--- src/rtl/lsx_pkg.sv ---
package lsx_pkg;
  typedef enum logic [1:0] {
    ACC_BYTE = 2'b00,
    ACC_HALF = 2'b01,
    ACC_WORD = 2'b10,
    ACC_RSVD = 2'b11
  } acc_size_e;
endpackage

--- src/rtl/lsx_align_chk.sv ---
module lsx_align_chk #(
  parameter int OFS_W = 2
) (
  input  logic [OFS_W-1:0] ofs,
  input  logic [1:0]       size,
  output logic             bad
);
  import lsx_pkg::*;

  always_comb begin
    unique case (acc_size_e'(size))
      ACC_BYTE: bad = 1'b0;
      ACC_HALF: bad = ofs[0];
      ACC_WORD: bad = |ofs;
      default:  bad = 1'b1;
    endcase
  end
endmodule

--- src/rtl/lsx_load_extract.sv ---
module lsx_load_extract #(
  parameter int DATA_W = 32,
  localparam int NB    = DATA_W / 8,
  localparam int OFS_W = $clog2(NB)
) (
  input  logic [DATA_W-1:0] word,
  input  logic [OFS_W-1:0]  ofs,
  input  logic [1:0]        size,
  input  logic              sext,
  input  logic              bad,
  output logic [DATA_W-1:0] val
);
  import lsx_pkg::*;

  logic [7:0]  lane [NB];
  logic [7:0]  byte_sel;
  logic [15:0] half_sel;
  logic        fill_b;
  logic        fill_h;

  // lane[k] is the byte at address offset k (big-endian: k=0 is the MSB)
  for (genvar k = 0; k < NB; k++) begin : g_lane
    assign lane[k] = word[DATA_W-1-8*k -: 8];
  end

  always_comb begin
    byte_sel = lane[ofs];
    half_sel = {lane[{ofs[OFS_W-1:1], 1'b0}], lane[{ofs[OFS_W-1:1], 1'b1}]};
    fill_b   = sext & byte_sel[7];
    fill_h   = sext & half_sel[15];
    if (bad) begin
      val = '0;
    end else begin
      unique case (acc_size_e'(size))
        ACC_BYTE: val = {{(DATA_W-8){fill_b}}, byte_sel};
        ACC_HALF: val = {{(DATA_W-16){fill_h}}, half_sel};
        ACC_WORD: val = word;
        default:  val = '0;
      endcase
    end
  end
endmodule

--- src/rtl/lsx_store_lanes.sv ---
module lsx_store_lanes #(
  parameter int DATA_W = 32,
  localparam int NB    = DATA_W / 8,
  localparam int OFS_W = $clog2(NB)
) (
  input  logic [DATA_W-1:0] src,
  input  logic [OFS_W-1:0]  ofs,
  input  logic [1:0]        size,
  input  logic              bad,
  output logic [NB-1:0]     be,
  output logic [DATA_W-1:0] wdata
);
  import lsx_pkg::*;

  logic [NB-1:0] byte_hit;
  logic [NB-1:0] half_hit;

  // enable bit i drives bits [8i+7:8i], which hold address offset NB-1-i
  for (genvar i = 0; i < NB; i++) begin : g_be
    localparam logic [OFS_W-1:0] LANE_OFS = OFS_W'(NB - 1 - i);
    assign byte_hit[i] = (ofs == LANE_OFS);
    assign half_hit[i] = (ofs[OFS_W-1:1] == LANE_OFS[OFS_W-1:1]);
  end

  always_comb begin
    if (bad) begin
      be    = '0;
      wdata = '0;
    end else begin
      unique case (acc_size_e'(size))
        ACC_BYTE: begin be = byte_hit; wdata = {NB{src[7:0]}};      end
        ACC_HALF: begin be = half_hit; wdata = {(NB/2){src[15:0]}}; end
        ACC_WORD: begin be = '1;       wdata = src;                 end
        default:  begin be = '0;       wdata = '0;                  end
      endcase
    end
  end
endmodule

--- src/rtl/lsx_lane_unit.sv ---
module lsx_lane_unit #(
  parameter int DATA_W = 32,
  localparam int NB    = DATA_W / 8,
  localparam int OFS_W = $clog2(NB)
) (
  input  logic              clk,
  input  logic              rst,
  input  logic [DATA_W-1:0] rd_word,
  input  logic [OFS_W-1:0]  addr_lo,
  input  logic [1:0]        acc_size,
  input  logic              sext,
  input  logic [DATA_W-1:0] st_src,
  output logic [DATA_W-1:0] ld_value,
  output logic              misalign,
  output logic [NB-1:0]     st_be,
  output logic [DATA_W-1:0] st_word
);
  logic              bad_c;
  logic [DATA_W-1:0] ld_c;
  logic [NB-1:0]     be_c;
  logic [DATA_W-1:0] wd_c;
  logic              primed_q;

  lsx_align_chk #(.OFS_W(OFS_W)) u_align (
    .ofs  (addr_lo),
    .size (acc_size),
    .bad  (bad_c)
  );

  lsx_load_extract #(.DATA_W(DATA_W)) u_load (
    .word (rd_word),
    .ofs  (addr_lo),
    .size (acc_size),
    .sext (sext),
    .bad  (bad_c),
    .val  (ld_c)
  );

  lsx_store_lanes #(.DATA_W(DATA_W)) u_store (
    .src   (st_src),
    .ofs   (addr_lo),
    .size  (acc_size),
    .bad   (bad_c),
    .be    (be_c),
    .wdata (wd_c)
  );

  always_ff @(posedge clk) begin
    if (rst) begin
      ld_value <= '0;
      misalign <= 1'b0;
      st_be    <= '0;
      st_word  <= '0;
      primed_q <= 1'b0;
    end else begin
      ld_value <= ld_c;
      misalign <= bad_c;
      st_be    <= be_c;
      st_word  <= wd_c;
      primed_q <= 1'b1;
    end
  end

  assert_misalign_quiet_R9: assert property (@(posedge clk) disable iff (rst)
    misalign |-> (ld_value == '0 && st_be == '0 && st_word == '0));

  assert_word_pass_R5: assert property (@(posedge clk) disable iff (rst)
    (primed_q && $past(acc_size == 2'b10 && addr_lo == '0)) |-> ld_value == $past(rd_word));

  assert_byte_onehot_be_R10: assert property (@(posedge clk) disable iff (rst)
    (primed_q && $past(acc_size == 2'b00)) |-> $countones(st_be) == 1);

  assert_zero_fill_R6: assert property (@(posedge clk) disable iff (rst)
    (primed_q && $past(acc_size == 2'b00 && !sext)) |-> ld_value[DATA_W-1:8] == '0);

  assert_sign_fill_R7: assert property (@(posedge clk) disable iff (rst)
    (primed_q && $past(acc_size == 2'b00 && sext))
      |-> ld_value[DATA_W-1:8] == {(DATA_W-8){ld_value[7]}});

  assert_rsvd_flag_R8: assert property (@(posedge clk) disable iff (rst)
    (primed_q && $past(acc_size == 2'b11)) |-> misalign);
endmodule

--- config.mk ---
export PLATFORM = sky130hd
export DESIGN_NAME = lsx_lane_unit
export DESIGN_NICKNAME = d
export VERILOG_FILES = /design/src/rtl/lsx_pkg.sv /design/src/rtl/lsx_align_chk.sv /design/src/rtl/lsx_load_extract.sv /design/src/rtl/lsx_store_lanes.sv /design/src/rtl/lsx_lane_unit.sv
export SDC_FILE = /design/constraint.sdc
export NUM_CORES = 1
export LEC_CHECK = 0
export ABC_AREA = 1
export BUFFER_PORTS_ARGS = -buffer_cell sky130_fd_sc_hd__buf_2
export CAP_MARGIN = 0
export CORE_ASPECT_RATIO = 1.4
export CORE_UTILIZATION = 35
export DETAILED_ROUTE_END_ITERATION = 7
export GPL_ROUTABILITY_DRIVEN = 1
export GPL_TIMING_DRIVEN = 0
export SYNTH_ARGS = -nofsm -noshare
export SYNTH_HDL_FRONTEND = slang
export SYNTH_SLANG_ARGS = --single-unit
--- constraint.sdc ---
create_clock -name clk -period 2.8 [get_ports clk]
set_input_delay 0.56 -clock clk [delete_from_list [all_inputs] [get_ports clk]]
set_output_delay 0.56 -clock clk [all_outputs]
set_load 0.02 [all_outputs]
==> flow_summary.rst <==
.. list-table::
   :header-rows: 1

   * - Metric
     - Value
   * - Pre-CTS setup slack
     - 1.02 ns
   * - Fraction of final layout cells with drive strength greater than 1
     - a little under a third
   * - Vias per cell
     - 4.84
   * - Crit path launch
     - acc_size[1]
   * - ANT nets after route
     - 0
   * - Multiplexer share of the synthesized area
     - 0%
   * - Achievable clock frequency
     - slightly below 700 MHz
   * - Leak
     - ~2.2 nW
   * - 1st-pass router iterations
     - 5
   * - Number of buffers inserted during clock tree synthesis
     - 9
   * - Final Max Slew Viols
     - 0
   * - Detailed Place HPWL
     - just under 8000 um
   * - Sequential element share of the synthesized area
     - between 40% and 50%
   * - Area delta synth->final
     - 36.0%
   * - Startpoint type of the worst setup path
     - input port
   * - Worst Hold Endpoint
     - misalign
   * - Setup TNS
     - 0 ns
   * - Number of global-route vias before repair
     - slightly above 3k
   * - Final design area excluding fillers
     - 4140 sq um
   * - Minimum period implied by the final worst setup slack
     - around 1.4 ns
   * - Placeable Area
     - just over 8000 sq um
   * - Most frequent cells in the layout
     - buf_2 (154), nand2_1 (152), dfxtp_1 (69)
   * - Maximum Capacitance Violations
     - 0
   * - Total setup violations reported at the end of the flow
     - 0
   * - Vertical die dimension
     - between 100 and 150 um
   * - Adder-Cell Fraction of Synth Area
     - 0%
   * - Setup Buffers After CTS
     - 0
   * - YS warnings
     - 0
   * - Slew of the pin with the lowest slew margin
     - between 0.6 and 0.7 ns
   * - Clock root buffer
     - clkbuf_16
   * - Post-synthesis register bit count
     - 69
   * - Number of top-level pins
     - 140
   * - Number of unique standard cell types used by synthesis
     - 20
   * - Cells resized by post-CTS repair
     - 0
   * - Type of element capturing the critical path
     - flip-flop
   * - TritonCTS clock tree
     - built
   * - Post-Synthesis Net Count
     - between 500 and 600
   * - Pwr Density
     - about 610 nW/um^2
   * - Area of placed instances
     - roughly 3900 sq um
   * - Total routing resource utilization after global routing
     - 22.7%
   * - Die X
     - a little over 80 um
   * - Initial DRC Count
     - about 130
   * - Initial cell density of the core
     - between 30% and 40%
   * - Floorplan die area
     - slightly above 9000 sq um
   * - Average wire per cell in the routed design
     - about 14 um
   * - Vias post-DR
     - ~3.4k
   * - Unrepaired setup endpoints after global routing
     - no
   * - Largest net degree at the start of global routing
     - 11
   * - Startpoint of the most critical hold path
     - rst
   * - Setup WS post-layout
     - approximately 1.4 ns
   * - Routed Wire Length
     - 10000 um
   * - Register clock-pin slew on the reported worst setup and hold paths
     - ~0.05 ns
   * - Final #Nets
     - 664
   * - Wire length of the first global-routing pass
     - ~15000 um
   * - Worst endpoint required time
     - 3.01 ns
   * - Hold violation total from the final report
     - 0
   * - Status
     - complete, no violations
   * - Antenna violations before repair
     - 0
   * - Non-filler cells in the finished layout
     - 698
   * - Area of the multi-input gates
     - 1300 sq um
   * - Area taken by flip-flops and latches
     - 1380 sq um
   * - Hold/Removal Path Class
     - input port to flip-flop
   * - Post-detailed-route DRC marker count
     - 0
   * - Critical path data arrival time
     - between 1.5 and 2 ns
   * - Longest Clk Path Bufs
     - 2
   * - Worst Setup Path Type
     - input port to flip-flop
   * - Maximum fanout encountered on the critical timing path
     - 10
   * - Mean cell area of the mapped netlist
     - a little under 7 sq um
   * - Worst vdd ir
     - between 0.0003 and 0.0004 V
   * - Number of instances in the synthesized netlist
     - about 450
   * - Share of the cycle needed by the critical path after routing
     - 51.7%
   * - Xor-xnor portion of the synthesized cell area
     - 0.288%
   * - Hold_buf cts
     - 0
   * - Commonest non-fill, non-tap cell in the layout
     - buf_2
   * - Final GP Congestion
     - between 0.8 and 0.9
   * - Count of filler cells inserted in the layout
     - ~890
   * - Syn Std Cell Area
     - roughly 3000 sq um
   * - Overflow after GRT
     - 0
   * - Rel. slew slack
     - about three fifths
   * - Synth Area in Compound Gates
     - approximately 18%
   * - Number of sinks on the clock net
     - 69
   * - Number of I/O port buffers
     - approximately 140
   * - CTS HTree Levels
     - 3
   * - Num rows
     - 39
   * - Largest family of logic cells by synthesized area
     - simple AND/OR/NAND/NOR gates
   * - DP Cell Count
     - 684
   * - Share of synthesized cell area in and, or, nand and nor gates
     - between 20% and 30%
   * - Hold Path Depth
     - 2
   * - Number of antenna repair diodes
     - 0
-- kinds of logic (layout without fill, tap and decap cells) --
logic type / count (synthesis) / count (layout)
and+or+nand+nor: 186 / 186
AOI/OAI and AO/OA: 108 / 108
buffers and inverters: 81 / 232
DFF: 69 / 69
xor gates and xnor gates: 1 / 1
-- synth_stat cells, drive strengths merged --
cell	n	area share [%]
clkbuf	4	0.49
dfxtp	69	45
nor2	30	3.9
buf	23	4.8
nand3	2	0.90
a21oi	63	10
xor2	1	0.29
nand2	154	19
a22oi	1	0.25
inv	52	6.4
o21ai	32	5.3
clkinv	2	0.33
a31oi	12	2.5
-- layer usage --
layer | vias to the layer above | GRT usage, % | part of all wire (%)
li1 | 1692 | - | -
met1 | 1516 | 25.7 | 39
met2 | 150 | 39.3 | 51
met3 | 17 | 5.69 | 7.6
met4 | 0 | 9.64 | 2.5
met5 | - | 0 | 0
-- final cells by class --
cell class,instances,area share (%)
well taps,102,3.08
repair buffers,137,16.6
multi-input cells,295,31.3
inverters,54,4.96
clock buffers,12,5.96
plain buffers,27,3.87
flip-flops and latches,69,33.4
clock inverters,2,0.846
-- flip-flops by register name (all words and copies together) (netlist names) --
name	cells
misalign	1
st_be	4
ld_value	32
st_word	32
-- worst max-delay path by stage --
stage               slack [ns]          end  depth (start not counted)
detailed placement        1.02  ld_value[3]                          8
global route              1.28  ld_value[7]                          6
finish                    1.35  ld_value[5]                          8
global placement          1.04  ld_value[7]                          8
floorplan                 1.32  ld_value[7]                          6
CTS                       1.36  ld_value[3]                          8
-- where the power goes --
| group | internal, mW | total, mW | leakage, nW | switching (mW) |
|---|---|---|---|---|
| clock network | 0.702 | 1.09 | 0.139 | 0.385 |
| registers | 1.02 | 1.03 | 0.563 | 0.00967 |
| logic | 0.136 | 0.391 | 1.54 | 0.255 |
-- worst max-delay path: stages --
cell and delay [ns]:
buf_2 0.12, inv_2 0.18, nor2_4 0.10, inv_2 0.13
buf_2 0.26, nor2_1 0.07, a21oi_1 0.13, a21oi_1 0.09
-- metrics by stage --
stage                     hold slack, ns  total power, mW  util [%]
after global routing               0.422             2.63      49.9
after detailed placement           0.758             1.44      46.5
after floorplan                    0.632             1.28         -
after global placement             0.752             1.44      46.5
final                              0.420             2.51      49.9
after CTS                          0.412             2.54      49.9
No activity file was read; power rests on OpenSTA's default activity.
